## src/rtl/scl_to_pkg.sv

```systemverilog
package scl_to_pkg;
  // register addresses
  localparam int ADDR_LIMIT = 0;
  localparam int ADDR_CTRL  = 1;
  // control register bit positions
  localparam int BIT_FLAG   = 0;
  localparam int BIT_IE     = 1;
  // smallest limit that arms the watchdog
  localparam int MIN_LIMIT  = 2;
endpackage

```

## src/rtl/scl_to_sync.sv

```systemverilog
module scl_to_sync #(
  parameter int STAGES = 2
) (
  input  logic clk,
  input  logic rst_n,
  input  logic d_i,
  output logic q_o
);
  logic [STAGES-1:0] chain_q;

  generate
    if (STAGES == 1) begin : g_single
      always_ff @(posedge clk or negedge rst_n) begin
        if (!rst_n) chain_q <= '1;
        else        chain_q <= d_i;
      end
    end else begin : g_multi
      always_ff @(posedge clk or negedge rst_n) begin
        if (!rst_n) chain_q <= '1;
        else        chain_q <= {chain_q[STAGES-2:0], d_i};
      end
    end
  endgenerate

  assign q_o = chain_q[STAGES-1];
endmodule

```

## src/rtl/scl_to_counter.sv

```systemverilog
module scl_to_counter
  import scl_to_pkg::*;
#(
  parameter int CNT_W = 12,
  parameter int LIM_W = 8
) (
  input  logic             clk,
  input  logic             rst_n,
  input  logic             scl_s_i,
  input  logic             tick_i,
  input  logic [LIM_W-1:0] limit_i,
  output logic             hit_o
);
  localparam int LOW_W = CNT_W - LIM_W;

  logic [CNT_W-1:0] cnt_q;
  logic             armed_q;
  logic             done_q;
  logic             step;

  assign step  = !scl_s_i && tick_i && armed_q && !done_q;
  assign hit_o = step && (cnt_q == CNT_W'(1));

  always_ff @(posedge clk or negedge rst_n) begin
    if (!rst_n) begin
      cnt_q   <= '0;
      armed_q <= 1'b0;
      done_q  <= 1'b0;
    end else if (scl_s_i) begin
      cnt_q   <= {limit_i, {LOW_W{1'b0}}};
      armed_q <= (limit_i >= LIM_W'(MIN_LIMIT));
      done_q  <= 1'b0;
    end else if (hit_o) begin
      cnt_q   <= '0;
      done_q  <= 1'b1;
    end else if (step && (cnt_q != '0)) begin
      cnt_q   <= cnt_q - CNT_W'(1);
    end
  end

  AST_RELOAD_ON_HIGH: assert property (@(posedge clk) disable iff (!rst_n)
    scl_s_i |=> cnt_q == {$past(limit_i), {LOW_W{1'b0}}});
  AST_ONE_PER_TICK: assert property (@(posedge clk) disable iff (!rst_n)
    (step && cnt_q > CNT_W'(1)) |=> cnt_q == $past(cnt_q) - CNT_W'(1));
  AST_HOLD_NO_TICK: assert property (@(posedge clk) disable iff (!rst_n)
    (!scl_s_i && !tick_i) |=> $stable(cnt_q));
  AST_PARKED_AFTER_HIT: assert property (@(posedge clk) disable iff (!rst_n)
    (done_q && !scl_s_i) |=> ($stable(cnt_q) && !hit_o));
  AST_HIT_ONLY_LOW: assert property (@(posedge clk) disable iff (!rst_n)
    hit_o |-> !scl_s_i);
endmodule

```

## src/rtl/scl_to_regs.sv

```systemverilog
module scl_to_regs
  import scl_to_pkg::*;
#(
  parameter int LIM_W  = 8,
  parameter int DATA_W = 32,
  parameter int ADDR_W = 2
) (
  input  logic              clk,
  input  logic              rst_n,
  input  logic              wr_en_i,
  input  logic [ADDR_W-1:0] wr_addr_i,
  input  logic [DATA_W-1:0] wr_data_i,
  input  logic [ADDR_W-1:0] rd_addr_i,
  input  logic              hit_i,
  output logic [LIM_W-1:0]  limit_o,
  output logic              flag_o,
  output logic              ie_o,
  output logic [DATA_W-1:0] rd_data_o
);
  logic [LIM_W-1:0] limit_q;
  logic             flag_q;
  logic             ie_q;
  logic             wr_limit;
  logic             wr_ctrl;
  logic             clr;
  logic             unused_wr;

  assign wr_limit  = wr_en_i && (wr_addr_i == ADDR_W'(ADDR_LIMIT));
  assign wr_ctrl   = wr_en_i && (wr_addr_i == ADDR_W'(ADDR_CTRL));
  assign clr       = wr_ctrl && wr_data_i[BIT_FLAG];
  assign unused_wr = ^wr_data_i[DATA_W-1:LIM_W];

  always_ff @(posedge clk or negedge rst_n) begin
    if (!rst_n) begin
      limit_q <= '0;
      ie_q    <= 1'b0;
    end else begin
      if (wr_limit) limit_q <= wr_data_i[LIM_W-1:0];
      if (wr_ctrl)  ie_q    <= wr_data_i[BIT_IE];
    end
  end

  // the set has priority over a same-edge clear
  always_ff @(posedge clk or negedge rst_n) begin
    if (!rst_n)     flag_q <= 1'b0;
    else if (hit_i) flag_q <= 1'b1;
    else if (clr)   flag_q <= 1'b0;
  end

  always_comb begin
    rd_data_o = '0;
    if (rd_addr_i == ADDR_W'(ADDR_LIMIT)) begin
      rd_data_o[LIM_W-1:0] = limit_q;
    end else if (rd_addr_i == ADDR_W'(ADDR_CTRL)) begin
      rd_data_o[BIT_FLAG] = flag_q;
      rd_data_o[BIT_IE]   = ie_q;
    end
  end

  assign limit_o = limit_q;
  assign flag_o  = flag_q;
  assign ie_o    = ie_q;

  AST_SET_WINS: assert property (@(posedge clk) disable iff (!rst_n)
    hit_i |=> flag_q);
  AST_W1C_CLEARS: assert property (@(posedge clk) disable iff (!rst_n)
    (clr && !hit_i) |=> !flag_q);
  AST_FLAG_STICKY: assert property (@(posedge clk) disable iff (!rst_n)
    (flag_q && !clr) |=> flag_q);
  AST_LIMIT_HELD: assert property (@(posedge clk) disable iff (!rst_n)
    !wr_limit |=> $stable(limit_q));
endmodule

```

## src/rtl/scl_stretch_watchdog.sv

```systemverilog
module scl_stretch_watchdog #(
  parameter int CNT_W       = 12,
  parameter int LIM_W       = 8,
  parameter int DATA_W      = 32,
  parameter int ADDR_W      = 2,
  parameter int SYNC_STAGES = 2
) (
  input  logic              clk,
  input  logic              rst_n,
  input  logic              scl_i,
  input  logic              tick_i,
  input  logic              wr_en_i,
  input  logic [ADDR_W-1:0] wr_addr_i,
  input  logic [DATA_W-1:0] wr_data_i,
  input  logic [ADDR_W-1:0] rd_addr_i,
  output logic [DATA_W-1:0] rd_data_o,
  output logic              irq_o
);
  logic             scl_s;
  logic             hit;
  logic [LIM_W-1:0] limit;
  logic             flag;
  logic             ie;

  scl_to_sync #(.STAGES(SYNC_STAGES)) u_sync (
    .clk   (clk),
    .rst_n (rst_n),
    .d_i   (scl_i),
    .q_o   (scl_s)
  );

  scl_to_counter #(.CNT_W(CNT_W), .LIM_W(LIM_W)) u_cnt (
    .clk     (clk),
    .rst_n   (rst_n),
    .scl_s_i (scl_s),
    .tick_i  (tick_i),
    .limit_i (limit),
    .hit_o   (hit)
  );

  scl_to_regs #(.LIM_W(LIM_W), .DATA_W(DATA_W), .ADDR_W(ADDR_W)) u_regs (
    .clk       (clk),
    .rst_n     (rst_n),
    .wr_en_i   (wr_en_i),
    .wr_addr_i (wr_addr_i),
    .wr_data_i (wr_data_i),
    .rd_addr_i (rd_addr_i),
    .hit_i     (hit),
    .limit_o   (limit),
    .flag_o    (flag),
    .ie_o      (ie),
    .rd_data_o (rd_data_o)
  );

  assign irq_o = flag && ie;

  AST_IRQ_FOLLOWS_FLAG: assert property (@(posedge clk) disable iff (!rst_n)
    (hit && ie) |=> irq_o);
endmodule

```

## config.mk

```make
export PLATFORM = sky130hd
export DESIGN_NAME = scl_stretch_watchdog
export DESIGN_NICKNAME = d
export VERILOG_FILES = /design/src/rtl/scl_to_pkg.sv /design/src/rtl/scl_to_sync.sv /design/src/rtl/scl_to_counter.sv /design/src/rtl/scl_to_regs.sv /design/src/rtl/scl_stretch_watchdog.sv
export SDC_FILE = /design/constraint.sdc
export NUM_CORES = 1
export LEC_CHECK = 0
export BUFFER_PORTS_ARGS = -buffer_cell sky130_fd_sc_hd__buf_2
export CELL_PAD_IN_SITES_DETAIL_PLACEMENT = 0
export CELL_PAD_IN_SITES_GLOBAL_PLACEMENT = 2
export CORE_AREA = 2 2 88 90
export DETAILED_ROUTE_END_ITERATION = 8
export DIE_AREA = 0 0 90 92
export PLACE_DENSITY = 0.75
export SLEW_MARGIN = 20
export SYNTH_ARGS = -nofsm -noshare
export SYNTH_HDL_FRONTEND = slang
export SYNTH_SLANG_ARGS = --single-unit
```

## constraint.sdc

```tcl
create_clock -name clk -period 1.85 [get_ports clk]
set_input_delay 0.0925 -clock clk [delete_from_list [all_inputs] [get_ports clk]]
set_output_delay 0.0925 -clock clk [all_outputs]
set_load 0.005 [all_outputs]
```

; Word-level counts from Yosys, hierarchy flattened
; Cells that the tools add are included.
[op_classes]
add_sub_neg = 1
magnitude_cmp = 1
eq_ne = 3
muxes = 10
reduce_logical = 17
[ops]
columns = operator, n
row1 = $mux 12, 3
row2 = $eq 12x1->1 const B, 1
row3 = $reduce_bool 12->1, 1
row4 = $sub 12x1->12 const B, 1
row5 = $logic_and 1x1->1, 9
row6 = $ge 8x2->1 const B, 1
row7 = $mux 6, 1
row8 = $eq 2x1->1 const B, 2
row9 = $logic_not 2->1, 2
row10 = $mux 1, 4
row11 = $mux 2, 2
row12 = $reduce_bool 2->1, 2
row13 = $reduce_bool 3->1, 1
row14 = $logic_not 1->1, 2
[totals]
ff_bits = 26
inputBits = 41
output_inout_bits = 33
elab_cells = 39

; Logic depth before layout (Yosys ltp)
; Gate-level depths: netlist of run 1.
[logic_depth]
ltp_word = 8
mapped_depth = 7

; By module
; A second synthesis of run 1 with hierarchy kept.
[unflattened]
hier_cells = 155
hier_area_um2 = 1557.7
[by_module_without_submodules]
columns = mod, instances, cells_per_inst, area_per_inst_um2
row1 = scl_to_counter, 1, 93, 853.3
row2 = scl_to_regs, 1, 59, 645.6
row3 = scl_to_sync, 1, 2, 52.6
row4 = scl_stretch_watchdog, 1, 1, 6.3

; Worst setup path before layout of run 1
; OpenSTA, ideal clock, no wires.
[synth_timing]
path_type = register to register
from = register u_cnt.cnt_q[0]
to = register u_cnt.cnt_q[6]
arrival_time_ns = 1.729
required_ns = 1.720
setup_slack_ns = -0.010
stages_incl_launch_ff = 7
path_buffers = 0
path_cell_list = dfrtp_1 > inv_1 > ha_1 > or4b_1 > or4_1 > nand4_1 > o211ai_1
[synth_between]
elab_chain_len = 4
[synth_lines]
columns = item, line
row1 = from (decl), scl_to_counter.sv:16  ; logic [CNT_W-1:0] cnt_q;
row2 = from (signal assigned), scl_to_counter.sv:30  ; cnt_q <= {limit_i, {LOW_W{1'b0}}};
row3 = from (signal assigned), scl_to_counter.sv:37  ; cnt_q <= cnt_q - CNT_W'(1);
row4 = $sub 12x1->12 / $eq 12x1->1 (equally long branches), "scl_to_counter.sv:37, scl_to_counter.sv:22"
row5 = $mux 12 / $logic_and 1x1->1 (equally long branches), "scl_to_counter.sv:36, scl_to_counter.sv:22"
row6 = $mux 12, scl_to_counter.sv:33  ; end else if (hit_o) begin
row7 = $mux 12, scl_to_counter.sv:29  ; end else if (scl_s_i) begin
; Several ways; a longest one is shown, not always the timed one. The select of a mux whose other input is x is not followed.
; A chain may end at the register's enable or synchronous reset.

; Worst setup path in the final report of run 1
[layout_timing]
from = register u_cnt.cnt_q[1]
to = register u_cnt.cnt_q[9]
; Same word-level chain as after synthesis.

==> summary.md, run 1 <==
| Metric | Value |
|---|---|
| Clock power frac | 0.202 |
| Sequential share of power | 0.398 |
| Syn avg cell area | 9.77 µm² |
| Worst setup margin | -54.6 ps |
| Die footprint | 8280 µm² |
| Longest Clk Path Bufs | 2 |
| P_int | 1.21 mW |
| RSZ-0062 raised after global routing | true |
| Peak supply drop | 0.287 mV |
| Register area share after synthesis | 0.367 |
| Failing checks | negative setup slack |
| CP Launch Type | flip-flop |
| Height of the die | 92 µm |
| Post-layout min period | 1900 ps |
| CP required | 2040 ps |
| H-tree levels | 1 |
| GRT Overall Usage | 0.102 |
| Most used DFF post-synth | dfrtp_1 |
| Initial drt markers | 59 |
| Via count | 1467 |
| Period utilisation layout | 1.03 |
| PortBufs | 25 |
| Final Util | 0.294 |
| Initial antenna violation count | 0 |
| Dpl ws | -49.3 ps |
| Crit Path Category | reg2reg |
| Synth unique cells | 54 |
| Clock Sinks | 26 |
| Max-cap viol count | 0 |
| Num CTS Buffers | 3 |
| Highest fanout seen on the critical path | 4 |
| Least-Margin Pin Slew | 625 ps |
| Most frequent cells in the layout | buf_2, buf_4, conb_1, dfrtp_1, nand2_1 |
| Sw Pwr | 0.654 mW |
| DRT Pass-1 Iters | 6 |
| GPL Wtd Cong | 0.797 |
| Initial cell density of the core | 0.239 |
| Sw frac | 0.350 |
| First-pass GRT wire length | 7.04 mm |
| Vias in the first global route | 1424 |
| Post-route DRC violation count | 0 |
| Final clock skew | 1.71 ps |
| Row Count | 32 |
| I/O pins | 74 |
| Status | finished with violations |
| Crit path DAT | 2100 ps |
| Hpwl dp | 3.20 mm |
| Antenna-violating nets left | 0 |
| Core footprint | 7450 µm² |
| Flip-flop and latch area | 653 µm² |
| TritonCTS clock tree | yes |
| Area of the multi-input gates | 970 µm² |
| Combinational share of power | 0.400 |
| Asr flop ratio synth | 1.00 |
| Number of enable flip-flop cells after synthesis | 0 |
| Hold Crit Class | in2reg |
| Synth Instances | 182 |
| Diodes inserted | 0 |
| Final Hold Fails | 0 |
| # fillers | 823 |
| Power per cell area | 854 nW/µm² |
| Post-Route WL | 4.22 mm |
| Clock Latency Late Sink | 270 ps |
| #FFs+latches synth | 26 |
| Reg clk slew, reported paths | 90 ps |
| Die X | 90 µm |
| Relative slew slack | 0.583 |
| CP endpoint kind | flip-flop |
| Layout Nets | 276 |
| P_leak | 1.00 nW |
| FMAX | 525 MHz |
| Wire per inst | 12.7 µm |
| Mapped Area | 1780 µm² |
| Layout cells sized above 1 | 0.377 |
| Final setup violation count | 4 |
| Ys Warns | 0 |
| Root Buffer | clkbuf_8 |
| Max Slew Vio Count | 0 |
| Layout area overhead | 23.0% |
| Total gr overflow | 0 |
| Largest net degree at the start of global routing | 27 |
| Drt via density | 4.41 |
-- through the flow --
step           TNS, ps  cell area [µm²]  instances  hold WS [ps]  power (mW)
3_3_place_gp      -172             2050        325           148        1.46
2_1_floorplan        0             1870        205          -203        1.25
3_5_place_dp      -105             2050        325           141        1.46
4_1_cts           -174             2140        332          39.8        1.87
6_report          -152             2190        333          45.7        1.87
5_1_grt           -684             2190        333          46.6        2.00
-- power groups by stage --
stage | clock [mW] | combinational (mW) | sequential, mW
6_report | 0.377 | 0.748 | 0.744
5_1_grt | 0.411 | 0.832 | 0.759
4_1_cts | 0.399 | 0.726 | 0.746
3_5_place_dp | 0 | 0.709 | 0.756
3_3_place_gp | 0 | 0.706 | 0.755
2_1_floorplan | 0 | 0.490 | 0.756
-- cell usage after synthesis (2+ instances only) --
library cell	instances	share of area
a31oi_1	6	0.021
buf_6	4	0.025
dfstp_2	2	0.030
o211ai_1	3	0.013
o21ai_0	3	0.0084
or4_1	2	0.0084
nor2_1	10	0.021
nand3_1	6	0.017
and2_1	7	0.025
nor3_1	4	0.011
mux2_2	9	0.057
nor4_1	4	0.014
dfrtp_1	24	0.34
buf_4	24	0.10
or3_1	2	0.0070
nor4b_1	2	0.0099
ha_1	3	0.021
mux2i_1	2	0.011
o311ai_1	2	0.0099
nand2_1	11	0.023
a21oi_1	7	0.020
a32o_1	2	0.011
nand4_1	5	0.018
nor3b_1	2	0.0084
inv_1	7	0.015
-- flip-flops by register name, summed over array words and instances, names as in the netlist --
| name | count |
|---|---|
| u_regs.ie_o | 1 |
| u_cnt.cnt_q | 12 |
| u_sync.chain_q | 2 |
| u_regs.flag_o | 1 |
| u_cnt.done_q | 1 |
| u_cnt.armed_q | 1 |
| u_regs.limit_o | 8 |
-- what timing repair did --
item / 4_1_cts / 5_1_grt
hold endpoints to repair: 25 / 0
setup buffers: 1 / 1
endpoints found under the setup margin: 4 / 13
hold buffers: 2 / 0
gates resized for setup: 3 / 7
pin swaps: 0 / 8
-- routing by layer --
| layer | routed length, µm | track usage | vias up |
|---|---|---|---|
| met2 | 1980 | 0.174 | 53 |
| met5 | 0 | 0 | - |
| li1 | - | - | 710 |
| met4 | 22 | 0.0231 | 0 |
| met1 | 2030 | 0.139 | 702 |
| met3 | 183 | 0.0123 | 2 |
-- kinds of logic after synthesis --
kind of cell             count (synthesis)  synth area share
AO/OA/AOI/OAI                           34             0.150
XOR/XNOR                                 2           0.00985
adder cells (fa/ha/maj)                  3            0.0211
buffers and inverters                   39             0.161
flip-flops                              26             0.367
multiplexers                            11            0.0683
other                                    1           0.00211
AND/OR/NAND/NOR                         66             0.220
-- layout make-up --
| class | count | area share |
|---|---|---|
| Timing Repair Buffer | 54 | 0.162 |
| Clock buffer | 4 | 0.0252 |
| Multi-Input combinational cell | 140 | 0.443 |
| Tap cell | 102 | 0.0584 |
| Sequential cell | 26 | 0.299 |
| Inverter | 7 | 0.0120 |
-- critical path, stage by stage, from the launching register on --
cell and delay, ps:
dfrtp_1 400, inv_2 80, ha_4 130, or4b_4 500
o31ai_4 310, buf_6 150, o211ai_2 70, a211oi_2 190
-- path summary, 6_finish.rpt --
check,start,to,slack [ps],cells after the start
min in group asynchronous,rst_n,u_cnt.cnt_q[9]$_DFFE_PN0P_,370,2
hold / removal,wr_data_i[7],u_regs.limit_o[7]$_DFFE_PN0P_,50,2
max in group asynchronous,rst_n,u_cnt.cnt_q[2]$_DFFE_PN0P_,1070,2
setup / recovery,u_cnt.cnt_q[1]$_DFFE_PN0P_,u_cnt.cnt_q[9]$_DFFE_PN0P_,-50,7
setup reg to reg,u_cnt.cnt_q[1]$_DFFE_PN0P_,u_cnt.cnt_q[9]$_DFFE_PN0P_,-50,7
hold reg to reg,u_sync.chain_q[0]$_DFF_PN1_,u_sync.chain_q[1]$_DFF_PN1_,360,0
No activity file was read; power rests on OpenSTA's default activity.
==> run 2, diff against run 1 <==
CORE_AREA = 2 2 83 85   (was 2 2 88 90)
DIE_AREA = 0 0 85 87   (was 0 0 90 92)
PLACE_DENSITY = 0.8   (was 0.75)
clock period = 2 ns   (was 1.85 ns; I/O delays follow)
==> run 2 against run 1 <==
  * Die area down 11%
  * Critical path type unchanged
  * First-iteration DRC count up 24%
  * Largest power group is now sequential cells
  * Sequential power down 5.4%
  * Cell count down 9.9%
  * The run now ends clean
  * Critical endpoint unchanged
  * Fmax down 0.73%
==> summary.md, run 2 (synthesis results as in run 1) <==
| Metric | Value |
|---|---|
| Post-Route WL | 4.00 mm |
| Sw frac | 0.335 |
| Hold Worst Slack | 49.5 ps |
| I/O pins | 74 |
| R2r setup slk | 80 ps |
| Root Buffer | clkbuf_8 |
| Postcts setup bufs | 0 |
| Power Total | 1.76 mW |
| Sw Pwr | 0.591 mW |
| CP endpoint | u_cnt.cnt_q[9]$_DFFE_PN0P_ |
| Hpwl dp | 2.94 mm |
| Most common cell after layout, fill and taps aside | buf_2 |
| Crit Path Category | reg2reg |
| Least-Margin Pin Slew | 642 ps |
| RSZ-0062 raised after global routing | true |
| Longest Clk Path Bufs | 2 |
| Post-route cell area | 2050 µm² |
| Post-layout min period | 1920 ps |
| GPL Wtd Cong | 0.830 |
| Layout area overhead | 15.5% |
| Diodes inserted | 0 |
| Drt via density | 4.72 |
| Num CTS Buffers | 3 |
| Max Slew Vio Count | 0 |
| Largest net degree at the start of global routing | 27 |
| GRT Overall Usage | 0.113 |
| First-pass GRT wire length | 6.74 mm |
| Post-route DRC violation count | 0 |
| Final setup violation count | 0 |
| CP Launch Type | flip-flop |
| Hold Crit Class | in2reg |
| Period utilisation layout | 0.959 |
| H-tree levels | 1 |
| Layout Nets | 265 |
| Reg clk slew, reported paths | 100 ps |
| Die footprint | 7400 µm² |
| Power per cell area | 858 nW/µm² |
| Clock Sinks | 26 |
| DRT Pass-1 Iters | 4 |
| Combinational share of power | 0.346 |
| Post-Place Cell Area | 1950 µm² |
| Peak supply drop | 0.347 mV |
| Row Count | 30 |
| Total gr overflow | 0 |
| Highest fanout seen on the critical path | 4 |
| CP endpoint kind | flip-flop |
| PortBufs | 25 |
| Height of the die | 87 µm |
| P_int | 1.17 mW |
| R2r endpoint | u_cnt.cnt_q[9]$_DFFE_PN0P_ |
| Via count | 1417 |
| TritonCTS clock tree | yes |
| Layout cells sized above 1 | 0.327 |
| Clock Latency Late Sink | 280 ps |
| Most frequent cells in the layout | buf_2, conb_1, dfrtp_1 |
| CP startpoint | u_cnt.cnt_q[1]$_DFFE_PN0P_ |
| Initial drt markers | 73 |
| FMAX | 521 MHz |
| Max-cap viol count | 0 |
| Slowest-stage cell, CP | or4b_4 |
| Initial antenna violation count | 0 |
| CP required | 2200 ps |
| R2R Path Start | u_cnt.cnt_q[1]$_DFFE_PN0P_ |
| Final clock skew | 4.51 ps |
| Crit path DAT | 2120 ps |
| P_leak | 0.938 nW |
| Initial cell density of the core | 0.271 |
| Status | completed |
| Sequential share of power | 0.399 |
| Final Hold Fails | 0 |
| Clock power frac | 0.255 |
| Die X | 85 µm |
| Vias in the first global route | 1358 |
| Critical-path cell list | inv_1 -> ha_2 -> or4b_4 -> o31ai_4 -> buf_4 -> o211ai_2 -> a211oi_2 |
| Wire per inst | 13.3 µm |
| Core footprint | 6570 µm² |
| Largest register FFs | 12 |
| Antenna-violating nets left | 0 |
| R2R cell count | 7 |
| Max incr delay on CP | 500 ps |
| Relative slew slack | 0.570 |
| Most flop-heavy register | u_cnt.cnt_q |
==> run 2: cell count changes in the layout (fill, tap and decap cells not counted), sizes merged <==
cell,change
buf,-11
bufinv,+1
clkbuf,-1
==> run 2: critical path: cells and delay by family, from the launching register on <==
| family | cells | cell delay, ps |
|---|---|---|
| and+or+nand+nor | 1 | 500 |
| DFF | 1 | 400 |
| AOI/OAI and AO/OA | 3 | 510 |
| buffers and inverters | 2 | 240 |
| adders and majority gates | 1 | 180 |
==> run 2: power by group through the flow <==
stage	Sequential [mW]	Combinational (mW)	Clock [mW]
final	0.704	0.610	0.449
after global routing	0.715	0.688	0.488
after CTS	0.703	0.602	0.470
after detailed placement	0.712	0.593	0
after global placement	0.711	0.596	0
after floorplan	0.699	0.447	0
==> run 2: cell type report <==
class                   count  area [µm²]
repair buffers             43         265
inverters                   7        26.3
clock buffers               3        41.3
flip-flops and latches     26         653
multi-input cells         140         937
clock inverters             1        30.0
fillers                   673        4520
well taps                  80         100
==> run 2: how the worst min path moves through the flow <==
stage          slack (ps)  cells past startpoint         start                       endpoint
5_1_grt                40                      2  wr_data_i[7]  u_regs.limit_o[7]$_DFFE_PN0P_
3_5_place_dp          150                      1         rst_n     u_cnt.cnt_q[0]$_DFFE_PN0P_
3_3_place_gp          150                      1         rst_n     u_cnt.cnt_q[0]$_DFFE_PN0P_
4_1_cts                40                      2  wr_data_i[7]  u_regs.limit_o[7]$_DFFE_PN0P_
6_report               50                      2  wr_data_i[4]  u_regs.limit_o[4]$_DFFE_PN0P_
2_1_floorplan        -200                      0         rst_n      u_cnt.armed_q$_DFFE_PN0P_
==> run 2: per-layer routing <==
metal  track usage  up-vias  share of wire
met4        0.0216        0         0.0073
li1              -      693              -
met3        0.0227        5          0.059
met5             0        -              0
met2         0.173       56           0.45
met1         0.166      663           0.49
==> run 2: per-stage QoR <==
stage          worst slack, ps   util  setup TNS, ps  cells
4_1_cts                   14.9  0.311              0    300
3_5_place_dp              56.9  0.297              0    294
3_3_place_gp              24.0  0.297              0    294
5_1_grt                  -24.1  0.313          -29.7    300
6_report                  81.4  0.313              0    300
2_1_floorplan              140      -              0    205
==> run 2: what timing repair did <==
item | 4_1_cts | 5_1_grt
resized for setup | 0 | 3
hold endpoints to repair | 25 | 0
endpoints found under the setup margin | 0 | 11
hold buffers | 2 | 0
==> run 3, diff against run 2 <==
CORE_AREA = 2 2 116 62   (was 2 2 83 85)
DIE_AREA = 0 0 118 64   (was 0 0 85 87)
==> run 3 against run 2 <==
  * Clock power up 5.3%
  * Critical endpoint is now u_cnt.cnt_q[11]$_DFFE_PN0P_
  * Sequential share of layout area fell by 1.1 points
  * Final area is 3.7% higher
  * Global-route usage up 1.2 points
  * Flip-flop and latch count unchanged
  * Largest power group unchanged
  * Cell count rose by 5.7%
  * Utilization increased by 1.6 points
  * Fmax hardly changed
  * Wire length up 14%
  * Count of clock-buffer cells in the layout is 1 higher
  * Power up 4.9%
  * Worst setup slack about the same
  * Critical path type unchanged
==> summary.md, run 3 (synthesis results as in run 1) <==
| Metric | Value |
|---|---|
| Status | completed |
| CP Launch Type | flip-flop |
| Combinational share of power | 0.363 |
| Top Usage Layer GRT | met1 |
| Post-layout min period | 1920 ps |
| DRT Pass-1 Iters | 4 |
| Max Slew Vio Count | 0 |
| P_leak | 0.975 nW |
| CP required | 2180 ps |
| Max incr delay on CP | 490 ps |
| GR Layer Usage met2 | 0.145 |
| Wire per inst | 14.4 µm |
| Crit Path Category | reg2reg |
| Final setup violation count | 0 |
| Grt met3 use | 0.0411 |
| PortBufs | 25 |
| Reg clk slew, reported paths | 70 ps |
| Relative slew slack | 0.582 |
| Max-cap viol count | 0 |
| Total gr overflow | 0 |
| Die X | 118 µm |
| Post-route DRC violation count | 0 |
| Top Family by Delay on Critical Path | compound AO/OA/AOI/OAI gates |
| First-pass GRT wire length | 7.18 mm |
| Clock Latency Late Sink | 270 ps |
| Initial antenna violation count | 0 |
| GPL Wtd Cong | 0.818 |
| Power per cell area | 868 nW/µm² |
| Final clock skew | 7.32 ps |
| Crit path DAT | 2100 ps |
| Sw frac | 0.349 |
| Most flop-heavy register | u_cnt.cnt_q |
| Clock Sinks | 26 |
| Worst setup margin | 80.9 ps |
| Slowest-stage cell, CP | or4b_4 |
| Clock power frac | 0.256 |
| Peak supply drop | 0.310 mV |
| Row Count | 21 |
| Core footprint | 6490 µm² |
| GRT Overall Usage | 0.125 |
| Most common cell after layout, fill and taps aside | buf_2 |
| Layout Nets | 270 |
| Largest net degree at the start of global routing | 27 |
| Layout area overhead | 19.8% |
| H-tree levels | 1 |
| Hpwl dp | 3.42 mm |
| Post-Route WL | 4.56 mm |
| Critical-path cell list | inv_2 -> ha_2 -> or4b_4 -> buf_4 -> o31a_4 -> a221oi_2 |
| Height of the die | 64 µm |
| Initial cell density of the core | 0.274 |
| Hold Crit Class | in2reg |
| Dpl ws | -38.7 ps |
| Least-Margin Pin Slew | 627 ps |
| Highest fanout seen on the critical path | 4 |
| Layout cells sized above 1 | 0.347 |
| CP bufs+invs | 2 |
| Via count | 1458 |
| Sequential share of power | 0.381 |
| Die footprint | 7550 µm² |
| Sw Pwr | 0.646 mW |
| Root Buffer | clkbuf_16 |
| Initial drt markers | 127 |
| Hold Worst Slack | 59.5 ps |
| I/O pins | 74 |
| FMAX | 521 MHz |
| Diodes inserted | 0 |
| Num CTS Buffers | 3 |
| Longest Clk Path Bufs | 2 |
| Final Hold Fails | 0 |
| Antenna-violating nets left | 0 |
| Largest register FFs | 12 |
| Most frequent cells in the layout | buf_2, conb_1, dfrtp_1 |
| P_int | 1.20 mW |
| Period utilisation layout | 0.960 |
| CP endpoint kind | flip-flop |
| Drt via density | 4.60 |
| GR Util met1 | 0.208 |
| TritonCTS clock tree | yes |
| Vias in the first global route | 1283 |
-- run 3: changes by cell type in the layout (fill, tap and decap cells not counted), sizes merged --
cell | previous run | this run
bufinv | 1 | 0
clkbuf | 3 | 4
buf | 41 | 46
-- run 3: cell type report --
cell class / count / area, µm²
inverters: 7 / 26.3
flip-flops and latches: 26 / 653
well taps: 92 / 115
clock buffers: 4 / 78.8
repair buffers: 48 / 307
fillers: 718 / 4360
multi-input cells: 140 / 950
-- run 3: power by group through the flow --
| stage | clock, mW | sequential [mW] | combinational (mW) |
|---|---|---|---|
| CTS | 0.492 | 0.701 | 0.632 |
| global route | 0.519 | 0.719 | 0.735 |
| finish | 0.473 | 0.704 | 0.672 |
| global placement | 0 | 0.710 | 0.616 |
| detailed placement | 0 | 0.711 | 0.614 |
| floorplan | 0 | 0.699 | 0.447 |
-- run 3: metrics by stage --
| step | util | total power, mW | area, µm² | cells | setup TNS (ps) |
|---|---|---|---|---|---|
| 2_1_floorplan | - | 1.15 | 1860 | 205 | 0 |
| 3_3_place_gp | 0.304 | 1.33 | 1970 | 307 | -12.9 |
| 3_5_place_dp | 0.304 | 1.32 | 1970 | 307 | -52.4 |
| 4_1_cts | 0.322 | 1.83 | 2090 | 315 | 0 |
| 5_1_grt | 0.328 | 1.97 | 2130 | 317 | -33.1 |
| 6_report | 0.328 | 1.85 | 2130 | 317 | 0 |
-- run 3: per-layer routing --
metal	vias up	part of all wire
met1	700	0.53
met3	2	0.077
met2	52	0.39
li1	704	-
met5	-	0
met4	0	0.0048
-- run 3: worst paths after layout --
check	startpoint	to	slack, ps	depth (start not counted)
max	u_cnt.cnt_q[0]$_DFFE_PN0P_	u_cnt.cnt_q[11]$_DFFE_PN0P_	80	6
min	wr_data_i[6]	u_regs.limit_o[6]$_DFFE_PN0P_	60	2
max reg2reg	u_cnt.cnt_q[0]$_DFFE_PN0P_	u_cnt.cnt_q[11]$_DFFE_PN0P_	80	6
min reg2reg	u_sync.chain_q[0]$_DFF_PN1_	u_sync.chain_q[1]$_DFF_PN1_	360	0
max in group asynchronous	rst_n	u_regs.flag_o$_DFFE_PN0P_	1200	2
min in group asynchronous	rst_n	u_cnt.cnt_q[7]$_DFFE_PN0P_	380	2
-- run 3: repair_timing --
item,4_1_cts,5_1_grt
setup buffers,2,2
pin swaps,1,2
hold endpoints to repair,25,0
hold buffers,2,0
resized for setup,1,6
endpoints found under the setup margin,3,9
-- run 3: worst reg2reg max path: cells and delay by family (launching register included) --
kind	cells	cell delay, ps
compound gates	2	530
fa+ha+maj	1	180
buf+inv	2	240
flops	1	390
simple gates	1	490
